### src/rtl/zf_pkg.sv
package zf_pkg;

    typedef enum logic [1:0] {
        PH_IDLE = 2'd0,
        PH_SCAN = 2'd1,
        PH_DONE = 2'd2
    } zf_phase_e;

endpackage

### src/rtl/zf_keep_test.sv
module zf_keep_test #(
    parameter int DATA_W = 16
) (
    input  logic [DATA_W-1:0] value_i,
    input  logic              prune_en_i,
    input  logic [DATA_W-1:0] thresh_i,
    output logic              keep_o
);
    localparam int MAG_W = DATA_W + 1;

    logic [MAG_W-1:0] mag;
    logic             nonzero;

    always_comb begin
        if (value_i[DATA_W-1]) begin
            mag = {1'b0, ~value_i} + MAG_W'(1);
        end else begin
            mag = {1'b0, value_i};
        end
        nonzero = |value_i;
        keep_o  = nonzero && (!prune_en_i || (mag >= {1'b0, thresh_i}));
    end

endmodule

### src/rtl/zf_in_buf.sv
module zf_in_buf #(
    parameter int LANES  = 16,
    parameter int DATA_W = 16,
    localparam int OFS_W = $clog2(LANES)
) (
    input  logic                    clk,
    input  logic                    rst_n,
    input  logic                    load_i,
    input  logic [LANES*DATA_W-1:0] group_i,
    input  logic [OFS_W-1:0]        sel_i,
    output logic [DATA_W-1:0]       value_o
);
    typedef struct packed {
        logic [LANES-1:0][DATA_W-1:0] lane;
    } inbuf_t;

    inbuf_t buf_d, buf_q;

    always_comb begin
        buf_d = buf_q;
        if (load_i) begin
            buf_d.lane = group_i;
        end
    end

    always_ff @(posedge clk or negedge rst_n) begin
        if (!rst_n) begin
            buf_q <= '0;
        end else begin
            buf_q <= buf_d;
        end
    end

    assign value_o = buf_q.lane[sel_i];

endmodule

### src/rtl/zf_scan_ctrl.sv
module zf_scan_ctrl
    import zf_pkg::*;
#(
    parameter int LANES = 16,
    localparam int OFS_W = $clog2(LANES)
) (
    input  logic             clk,
    input  logic             rst_n,
    input  logic             start_i,
    output logic             accept_o,
    output logic             scan_o,
    output logic             done_o,
    output logic             busy_o,
    output logic [OFS_W-1:0] idx_o
);
    localparam logic [OFS_W-1:0] LAST_IDX = OFS_W'(LANES - 1);

    typedef struct packed {
        zf_phase_e        phase;
        logic [OFS_W-1:0] idx;
    } ctrl_t;

    ctrl_t st_d, st_q;
    logic  accept;

    always_comb begin
        st_d   = st_q;
        accept = 1'b0;
        unique case (st_q.phase)
            PH_IDLE: begin
                if (start_i) begin
                    accept     = 1'b1;
                    st_d.phase = PH_SCAN;
                    st_d.idx   = '0;
                end
            end
            PH_SCAN: begin
                st_d.idx = st_q.idx + OFS_W'(1);
                if (st_q.idx == LAST_IDX) begin
                    st_d.phase = PH_DONE;
                end
            end
            PH_DONE: begin
                st_d.phase = PH_IDLE;
                st_d.idx   = '0;
            end
            default: begin
                st_d.phase = PH_IDLE;
                st_d.idx   = '0;
            end
        endcase
    end

    always_ff @(posedge clk or negedge rst_n) begin
        if (!rst_n) begin
            st_q <= '{phase: PH_IDLE, idx: '0};
        end else begin
            st_q <= st_d;
        end
    end

    assign accept_o = accept;
    assign scan_o   = (st_q.phase == PH_SCAN);
    assign done_o   = (st_q.phase == PH_DONE);
    assign busy_o   = (st_q.phase != PH_IDLE);
    assign idx_o    = st_q.idx;

endmodule

### src/rtl/zf_pack_buf.sv
module zf_pack_buf #(
    parameter int LANES  = 16,
    parameter int DATA_W = 16,
    localparam int OFS_W = $clog2(LANES),
    localparam int CNT_W = $clog2(LANES + 1)
) (
    input  logic                    clk,
    input  logic                    rst_n,
    input  logic                    clear_i,
    input  logic                    wr_en_i,
    input  logic [DATA_W-1:0]       wr_val_i,
    input  logic [OFS_W-1:0]        wr_ofs_i,
    output logic [LANES*DATA_W-1:0] val_o,
    output logic [LANES*OFS_W-1:0]  ofs_o,
    output logic [CNT_W-1:0]        cnt_o
);
    typedef struct packed {
        logic [LANES-1:0][DATA_W-1:0] val;
        logic [LANES-1:0][OFS_W-1:0]  ofs;
        logic [CNT_W-1:0]             cnt;
    } pack_t;

    pack_t pk_d, pk_q;
    logic [OFS_W-1:0] wr_ptr;

    always_comb begin
        pk_d   = pk_q;
        wr_ptr = pk_q.cnt[OFS_W-1:0];
        if (clear_i) begin
            pk_d = '0;
        end else if (wr_en_i && (pk_q.cnt < CNT_W'(LANES))) begin
            pk_d.val[wr_ptr] = wr_val_i;
            pk_d.ofs[wr_ptr] = wr_ofs_i;
            pk_d.cnt         = pk_q.cnt + CNT_W'(1);
        end
    end

    always_ff @(posedge clk or negedge rst_n) begin
        if (!rst_n) begin
            pk_q <= '0;
        end else begin
            pk_q <= pk_d;
        end
    end

    assign val_o = pk_q.val;
    assign ofs_o = pk_q.ofs;
    assign cnt_o = pk_q.cnt;

endmodule

### src/rtl/zf_brick_encoder.sv
module zf_brick_encoder #(
    parameter int LANES  = 16,
    parameter int DATA_W = 16,
    localparam int OFS_W = $clog2(LANES),
    localparam int CNT_W = $clog2(LANES + 1)
) (
    input  logic                    clk,
    input  logic                    rst_n,
    input  logic                    start_i,
    input  logic [LANES*DATA_W-1:0] group_i,
    input  logic                    prune_en_i,
    input  logic [DATA_W-1:0]       thresh_i,
    output logic                    busy_o,
    output logic                    done_o,
    output logic [LANES*DATA_W-1:0] brick_val_o,
    output logic [LANES*OFS_W-1:0]  brick_ofs_o,
    output logic [CNT_W-1:0]        brick_cnt_o
);
    typedef struct packed {
        logic              prune;
        logic [DATA_W-1:0] thresh;
    } cfg_t;

    cfg_t cfg_d, cfg_q;

    logic              accept;
    logic              scanning;
    logic [OFS_W-1:0]  scan_idx;
    logic [DATA_W-1:0] cur_val;
    logic              cur_keep;

    zf_scan_ctrl #(
        .LANES(LANES)
    ) u_ctrl (
        .clk      (clk),
        .rst_n    (rst_n),
        .start_i  (start_i),
        .accept_o (accept),
        .scan_o   (scanning),
        .done_o   (done_o),
        .busy_o   (busy_o),
        .idx_o    (scan_idx)
    );

    always_comb begin
        cfg_d = cfg_q;
        if (accept) begin
            cfg_d.prune  = prune_en_i;
            cfg_d.thresh = thresh_i;
        end
    end

    always_ff @(posedge clk or negedge rst_n) begin
        if (!rst_n) begin
            cfg_q <= '0;
        end else begin
            cfg_q <= cfg_d;
        end
    end

    zf_in_buf #(
        .LANES (LANES),
        .DATA_W(DATA_W)
    ) u_inbuf (
        .clk     (clk),
        .rst_n   (rst_n),
        .load_i  (accept),
        .group_i (group_i),
        .sel_i   (scan_idx),
        .value_o (cur_val)
    );

    zf_keep_test #(
        .DATA_W(DATA_W)
    ) u_keep (
        .value_i    (cur_val),
        .prune_en_i (cfg_q.prune),
        .thresh_i   (cfg_q.thresh),
        .keep_o     (cur_keep)
    );

    zf_pack_buf #(
        .LANES (LANES),
        .DATA_W(DATA_W)
    ) u_pack (
        .clk      (clk),
        .rst_n    (rst_n),
        .clear_i  (accept),
        .wr_en_i  (scanning && cur_keep),
        .wr_val_i (cur_val),
        .wr_ofs_i (scan_idx),
        .val_o    (brick_val_o),
        .ofs_o    (brick_ofs_o),
        .cnt_o    (brick_cnt_o)
    );

endmodule

### config.mk
export PLATFORM = sky130hd
export DESIGN_NAME = zf_brick_encoder
export DESIGN_NICKNAME = d
export VERILOG_FILES = /design/src/rtl/zf_pkg.sv /design/src/rtl/zf_keep_test.sv /design/src/rtl/zf_in_buf.sv /design/src/rtl/zf_scan_ctrl.sv /design/src/rtl/zf_pack_buf.sv /design/src/rtl/zf_brick_encoder.sv
export SDC_FILE = /design/constraint.sdc
export NUM_CORES = 1
export LEC_CHECK = 0
export BUFFER_PORTS_ARGS = -buffer_cell sky130_fd_sc_hd__buf_2
export CORE_ASPECT_RATIO = 0.7
export CORE_MARGIN = 2
export CORE_UTILIZATION = 25
export CTS_BUF_LIST = sky130_fd_sc_hd__clkbuf_4
export DETAILED_ROUTE_END_ITERATION = 10
export GPL_TIMING_DRIVEN = 0
export PLACE_DENSITY_LB_ADDON = 0.08
export SYNTH_ARGS = -nofsm -noshare
export SYNTH_HDL_FRONTEND = slang
export SYNTH_SLANG_ARGS = --single-unit
### constraint.sdc
create_clock -name clk -period 6.8 [get_ports clk]
set_clock_uncertainty 0.1 [all_clocks]
set_input_delay 2.04 -clock clk [delete_from_list [all_inputs] [get_ports clk]]
set_output_delay 2.04 -clock clk [all_outputs]
set_load 0.1 [all_outputs]
=== After elaboration in Yosys (flattened, before gate mapping) ===
Index checks and enable logic that the tools add are counted.

* Bits in registers: 604
* Bits of input ports: 276
* Output and inout port bits: 327
* Word-level logic and storage cells: 94

* $add $sub $neg: 3
* Magnitude comparators: 5
* Equal/unequal tests: 5
* Muxes and demuxes: 16
* Bitwise logic cells: 1
* Reductions and logical operators: 11

{| class="wikitable"
|+ Operators by type and width
! cell !! number
|-
| two-way mux 325 bit || 2
|-
| bitwise mux 256 bit || 1
|-
| binary-select mux 16 bit (select 4 bit) || 1
|-
| bitwise mux 64 bit || 1
|-
| demux 16 bit (select 4 bit) || 1
|-
| two-way mux 16 bit || 2
|-
| adder 16 x 1 -> 17 bit (second input constant) || 1
|-
| greater-or-equal comparator 17 x 16 -> 1 bit || 1
|-
| two-way mux 17 bit || 1
|-
| demux 4 bit (select 4 bit) || 1
|-
| NOT 16 bit || 1
|-
| OR reduction 16 bit || 1
|-
| one-hot mux 6 bit (2 select lines) || 1
|-
| < comparator 4 x 5 -> 1 bit (second input constant) || 2
|-
| two-way mux 6 bit || 1
|-
| adder 5 x 1 -> 5 bit (second input constant) || 1
|-
| < comparator 5 bit (second input constant) || 1
|-
| adder 4 x 1 -> 4 bit (second input constant) || 1
|-
| == test 4 bit (second input constant) || 1
|-
| greater-or-equal comparator 4 x 1 -> 1 bit (second input constant) || 1
|-
| logical AND 1 bit || 4
|-
| two-way mux 4 bit || 1
|-
| nonzero test 2 bit || 2
|-
| == test 2 x 1 -> 1 bit (second input constant) || 1
|-
| other kinds (9) || 10
|}

=== Longest topological paths before layout ===
* Depth in word-level cells: 12
* Gate-level depth with buffers: 26
* Depth with buffers taken out: 18

=== By module ===
From an unflattened synthesis, not the netlist that was laid out.

* Cell total of the unflattened synthesis: 2006
* Area total of the unflattened synthesis: 27556.4 sq um

{| class="wikitable"
|+ Modules (own cells, without submodules)
! module !! instances !! cells an instance !! area an instance (sq um) !! seq. area each (sq um)
|-
| zf_pack_buf || 1 || 1151 || 14377.5 || 8132.8
|-
| zf_in_buf || 1 || 677 || 11402.2 || 6406.1
|-
| zf_keep_test || 1 || 102 || 737.0 || 0.0
|-
| zf_brick_encoder || 1 || 37 || 691.9 || 425.4
|-
| zf_scan_ctrl || 1 || 39 || 347.8 || 150.1
|}

=== Worst setup path after synthesis ===
OpenSTA, ideal clock, no wires.

* Path kind: register to register
* Start: register u_ctrl.st_q (netlist bit u_ctrl.idx_o[0])
* End: register u_pack.pk_q (netlist bit u_pack.cnt_o[1])
* Library setup time: 0.125 ns
* Arrival time: 5.406 ns
* Data required time: 6.575 ns
* Path slack: 1.169 ns
* Stages on the path, launching flop included: 24
* Path buffers: 7
* Period minus slack after synthesis: 5.631 ns
* Cell sequence: dfrtp_1 -> buf_6 -> buf_6 -> buf_6 -> buf_2 -> mux4_2 -> a221oi_2 -> clkbuf_1 -> ha_1 -> and3_1 -> and3_1 -> a21oi_1 -> xnor2_1 -> ha_1 -> and4_1 -> and2_1 -> a221o_1 -> a221o_1 -> a31o_2 -> o21a_1 -> buf_6 -> buf_12 -> nand2_1 -> mux2_2

* Cells in the longest elaborated chain, start to end: 11
* Elaborated cells on any way between the ends: 12
* Classes of those cells: 1 x add/sub; 1 x order compare; 3 x mux; 1 x bitwise; 6 x reduce/logical

{| class="wikitable"
|+ RTL lines
! item !! line !! source
|-
| start, declared || zf_scan_ctrl.sv:23 || <nowiki>ctrl_t st_d, st_q;</nowiki>
|-
| start signal, assigned || zf_scan_ctrl.sv:56 || <nowiki>st_q <= '{phase: PH_IDLE, idx: '0};</nowiki>
|-
| start signal, assigned || zf_scan_ctrl.sv:58 || <nowiki>st_q <= st_d;</nowiki>
|-
| binary-select mux 16 bit (select 4 bit) (*) || zf_in_buf.sv:34 || <nowiki>assign value_o = buf_q.lane[sel_i];</nowiki>
|-
| two-way mux 16 bit (not written as such) (*) || zf_in_buf.sv:34 ||
|-
| NOT 16 bit || zf_keep_test.sv:16 || <nowiki>mag = {1'b0, ~value_i} + MAG_W'(1);</nowiki>
|-
| adder 16 x 1 -> 17 bit || zf_keep_test.sv:16 ||
|-
| two-way mux 17 bit || zf_keep_test.sv:15 || <nowiki>if (value_i[DATA_W-1]) begin</nowiki>
|-
| greater-or-equal comparator 17 x 16 -> 1 bit || zf_keep_test.sv:21 || <nowiki>keep_o = nonzero && (!prune_en_i || (mag >= {1'b0, thresh_i}));</nowiki>
|-
| logical OR 1 bit || zf_keep_test.sv:21 ||
|-
| logical AND 1 bit (*) || zf_keep_test.sv:21 ||
|-
| logical AND 1 bit (*) || zf_brick_encoder.sv:89 || <nowiki>.wr_en_i (scanning && cur_keep),</nowiki>
|-
| logical AND 1 bit (*) || zf_pack_buf.sv:31 || <nowiki>end else if (wr_en_i && (pk_q.cnt < CNT_W'(LANES))) begin</nowiki>
|-
| nonzero test 2 bit (no line) (*) || - ||
|-
| end signal, assigned || zf_pack_buf.sv:42 || <nowiki>pk_q <= pk_d;</nowiki>
|-
| end, declared || zf_pack_buf.sv:23 || <nowiki>pack_t pk_d, pk_q;</nowiki>
|}

Mark *: on every way between the ends. The rest lies on a longest branch, timed or not. The select of a mux whose other input is x is not followed.
A chain may end at the register's enable or synchronous reset.

=== Final worst setup path ===
* Start: register u_ctrl.st_q (netlist bit u_ctrl.idx_o[0])
* End: register u_pack.pk_q (netlist bit u_pack.val_o[162])

* Cells in the longest elaborated chain, start to end: 11
* Elaborated cells on any way between the ends: 15
* Classes of those cells: 1 x add/sub; 1 x order compare; 6 x mux; 1 x bitwise; 6 x reduce/logical

{| class="wikitable"
|+ RTL lines
! item !! line
|-
| binary-select mux 16 bit (select 4 bit) (*) || zf_in_buf.sv:34
|-
| two-way mux 16 bit (not written as such) (*) || zf_in_buf.sv:34
|-
| NOT 16 bit || zf_keep_test.sv:16
|-
| adder 16 x 1 -> 17 bit || zf_keep_test.sv:16
|-
| two-way mux 17 bit || zf_keep_test.sv:15
|-
| greater-or-equal comparator 17 x 16 -> 1 bit || zf_keep_test.sv:21
|-
| logical OR 1 bit || zf_keep_test.sv:21
|-
| logical AND 1 bit || zf_keep_test.sv:21
|-
| logical AND 1 bit || zf_brick_encoder.sv:89
|-
| logical AND 1 bit || zf_pack_buf.sv:31
|-
| nonzero test 2 bit (no line) || -
|}

Marks and branches as above.

==> reports/qor.txt <==
TritonCTS clock tree: yes
Worst path required time: 7.70 ns
Synth unique cells: 49
Fin. Hold Viols: 0
CTS Sinks: 604
Commonest non-fill, non-tap cell in the layout: nand2_1
Max Root-Sink Buffers: 3
WHS: 0.368 ns
Main combinational cell family by area after synthesis: simple AND/OR/NAND/NOR gates
CTS Root Cell: clkbuf_4
Residual DRC count: 0
Post-Synth Adder-Cell Area: 1.02%
Yosys warnings: 0
CP Cell Sequence: buf_8, buf_6, buf_4, mux2i_1, a221oi_1, o21ai_0, and2_1, clkbuf_1, a21oi_1, xnor2_1, ha_1, and4_1, and2_1, a221o_1, a221o_1, a31o_2, o21a_1, buf_6, buf_12, nand3_4, buf_8, mux2i_1
Final Critical Period: 6.50 ns
Core Box Area: 106,000 um^2
Outcome: finished clean
Most frequent cells in the layout: 1,130 x nand2_1, 607 x buf_2, 604 x dfrtp_1
Overall Global Routing Usage: 21.9%
Ratio of cells with drive above 1 in the final layout: 28.3%
H-tree levels: 4
Synth Area per Inst: 10.3 um^2
Post-synthesis compound-gate area fraction: 2.85%
Critical path fanouts, max: 10
Top FF cell, synth: dfrtp_1
Num CTS Buffers: 169
Via/cell ratio: 4.55
Register bit count reported by yosys: 604
Starting Density: 25.3%
Die area: 110,000 um^2
Vias in the first global route: 23,900
Dpl ws: -1.36 ns
Setup crit start kind: flop
Crit end category: flop
Largest net degree at the start of global routing: 119
Chip Height: 278 um
Final worst-path cycle share: 95.6%
Vias post-DR: 22,500
Wire per inst: 24.5 um
Slew HR: 16.6%
Hold Path Class: reg -> reg
Post-DRT Antenna Nets: 0
Async set-or-reset flop fraction in the synthesized netlist: 100%
CP Class: reg -> reg
DR iter-0 viols: 1,213
Placed cell count: 4,642
Synth Net Count: 2,903
DRT Pass-1 Iters: 7
Simple-Gate Fraction of Synth Area: 18.0%
First-pass GRT wire length: 173 mm
Worst-skew pair later-pin latency: 1.13 ns
Slowest stage delay, CP: 0.86 ns
Crit-path slowest cell: a221oi_1
Global route overflow: 0
Synthesized instance count: 2,605
Initial antenna violation count: 15
Worst setup margin: 0.297 ns
Filler cells: 11,300
Mux contribution to synthesized area: 17.3%
Max cap viols: 0
Non-filler cells, final: 4,945
Hpwl dp: 91.9 mm
Final setup fails: 0
GP Congestion: 0.838
Arrival time at the worst endpoint: 7.41 ns
Final WL: 121 mm
Rows: 100
Mapped cell area: 26,900 um^2
Sequential element share of the synthesized area: 56.2%
Port-buffer cells: 602
Io pins: 603
Slew at the pin with the worst max-slew slack: 1.25 ns
Final Max Tran Viols: 0
Post-synth EDFFs: 0
Clk pin slew, worst setup/hold paths: 0.07 ns
Die X: 396 um
NumNets Final: 3,679
Max Fclk: 154 MHz
Syn-to-layout area delta: 27.3%
RSZ-0062 raised after global routing: false
Util after Layout: 32.1%
Xor-xnor portion of the synthesized cell area: 0.423%
-- kinds of logic (layout without fill, tap and decap cells) --
kind of cell	after synthesis	after routing
simple gates	1219	1219
flops	604	604
fa+ha+maj	22	22
buf+inv	217	1118
xor+xnor	13	13
compound gates	109	109
other cells	0	11
mux	421	421
-- layout make-up --
class	count	area (um^2)	share of cell area, %
sequential	604	15100	44.2
inverter	24	90.1	0.263
antenna	11	27.5	0.0804
multi-input combinational	1784	10700	31.4
clock buffer	256	1920	5.62
buffer	188	1080	3.15
timing repair buffer	610	3190	9.33
clock inverter	40	268	0.782
tap	1428	1790	5.22
-- repair_timing --
action                                  4_1_cts  5_1_grt
buffers inserted                              1        0
hold buffers                                  0        0
endpoints found under the setup margin      325      302
gates resized for setup                      20       14
pin swaps                                     1        0
-- per-stage QoR --
step | cell area (um^2) | TNS, ns
3_3_place_gp | 31700 | -6293.14
2_1_floorplan | 26900 | 0
3_5_place_dp | 31900 | -368.36
6_report | 34200 | 0
4_1_cts | 34200 | 0
5_1_grt | 34200 | 0
-- path summary, 6_finish.rpt --
| kind | from | end | slack (ns) | cells past startpoint |
|---|---|---|---|---|
| hold reg to reg | u_inbuf.buf_q[51] | u_inbuf.buf_q[51] | 0.37 | 2 |
| min in group asynchronous | rst_n | u_inbuf.buf_q[35] | 0.84 | 1 |
| setup / recovery | u_ctrl.idx_o[0] | u_pack.val_o[162] | 0.30 | 22 |
| max in group asynchronous | rst_n | u_pack.val_o[197] | 4.02 | 3 |
| hold / removal | u_inbuf.buf_q[51] | u_inbuf.buf_q[51] | 0.37 | 2 |
| setup reg to reg | u_ctrl.idx_o[0] | u_pack.val_o[162] | 0.30 | 22 |
-- routing by layer --
metal / part of all wire, % / global-route usage, % / wire (um) / vias to the layer above
li1: - / - / - / 10200
met5: 0.026 / 0 / 32 / -
met1: 48 / 31.0 / 58100 / 11400
met4: 2.3 / 6.62 / 2760 / 4
met3: 6.2 / 5.80 / 7490 / 181
met2: 44 / 32.6 / 52700 / 655
-- Yosys cell counts (3+ instances only) --
library cell | n | area (um^2)
a221oi_1 | 30 | 263
o21a_1 | 3 | 22.5
nor3b_1 | 3 | 22.5
buf_1 | 4 | 15.0
dfrtp_1 | 604 | 15100
nand4_1 | 9 | 56.3
and4_1 | 4 | 35.0
buf_4 | 18 | 135
nor3_1 | 4 | 20.0
ha_1 | 22 | 275
buf_2 | 9 | 45.0
a22oi_1 | 13 | 97.6
buf_12 | 3 | 60.1
nand3_1 | 6 | 30.0
xor2_1 | 4 | 35.0
o21ai_0 | 32 | 160
clkbuf_1 | 139 | 522
buf_8 | 10 | 150
xnor2_1 | 9 | 78.8
mux2i_1 | 386 | 3860
a21oi_1 | 13 | 65.1
and2_1 | 19 | 119
nor2b_1 | 6 | 37.5
nand2_1 | 1130 | 4240
and3_1 | 6 | 37.5
nand3_4 | 6 | 105
buf_6 | 10 | 113
a21o_1 | 5 | 37.5
mux4_2 | 34 | 766
inv_1 | 24 | 90.1
nor2_1 | 17 | 63.8
-- worst max-delay path, delay by kind of cell, from the launching register on --
family                   cells  cell delay [ns]
AO/OA/AOI/OAI                7             2.51
buffers and inverters        7             1.88
adder cells (fa/ha/maj)      1             0.34
AND/OR/NAND/NOR              4             0.72
flip-flops                   1             0.38
multiplexers                 2             0.34
XOR/XNOR                     1             0.10
-- registers in the layout (all words and copies together) (netlist names) --
signal         flops
u_inbuf.buf_q    256
u_pack.val_o     256
u_pack.ofs_o      64
cfg_q             17
u_pack.cnt_o       5
u_ctrl.idx_o       4
u_ctrl.st_q        2
Power is not shown: default switching activity piles up to over one toggle a cycle in this logic, so the estimate is an artifact.
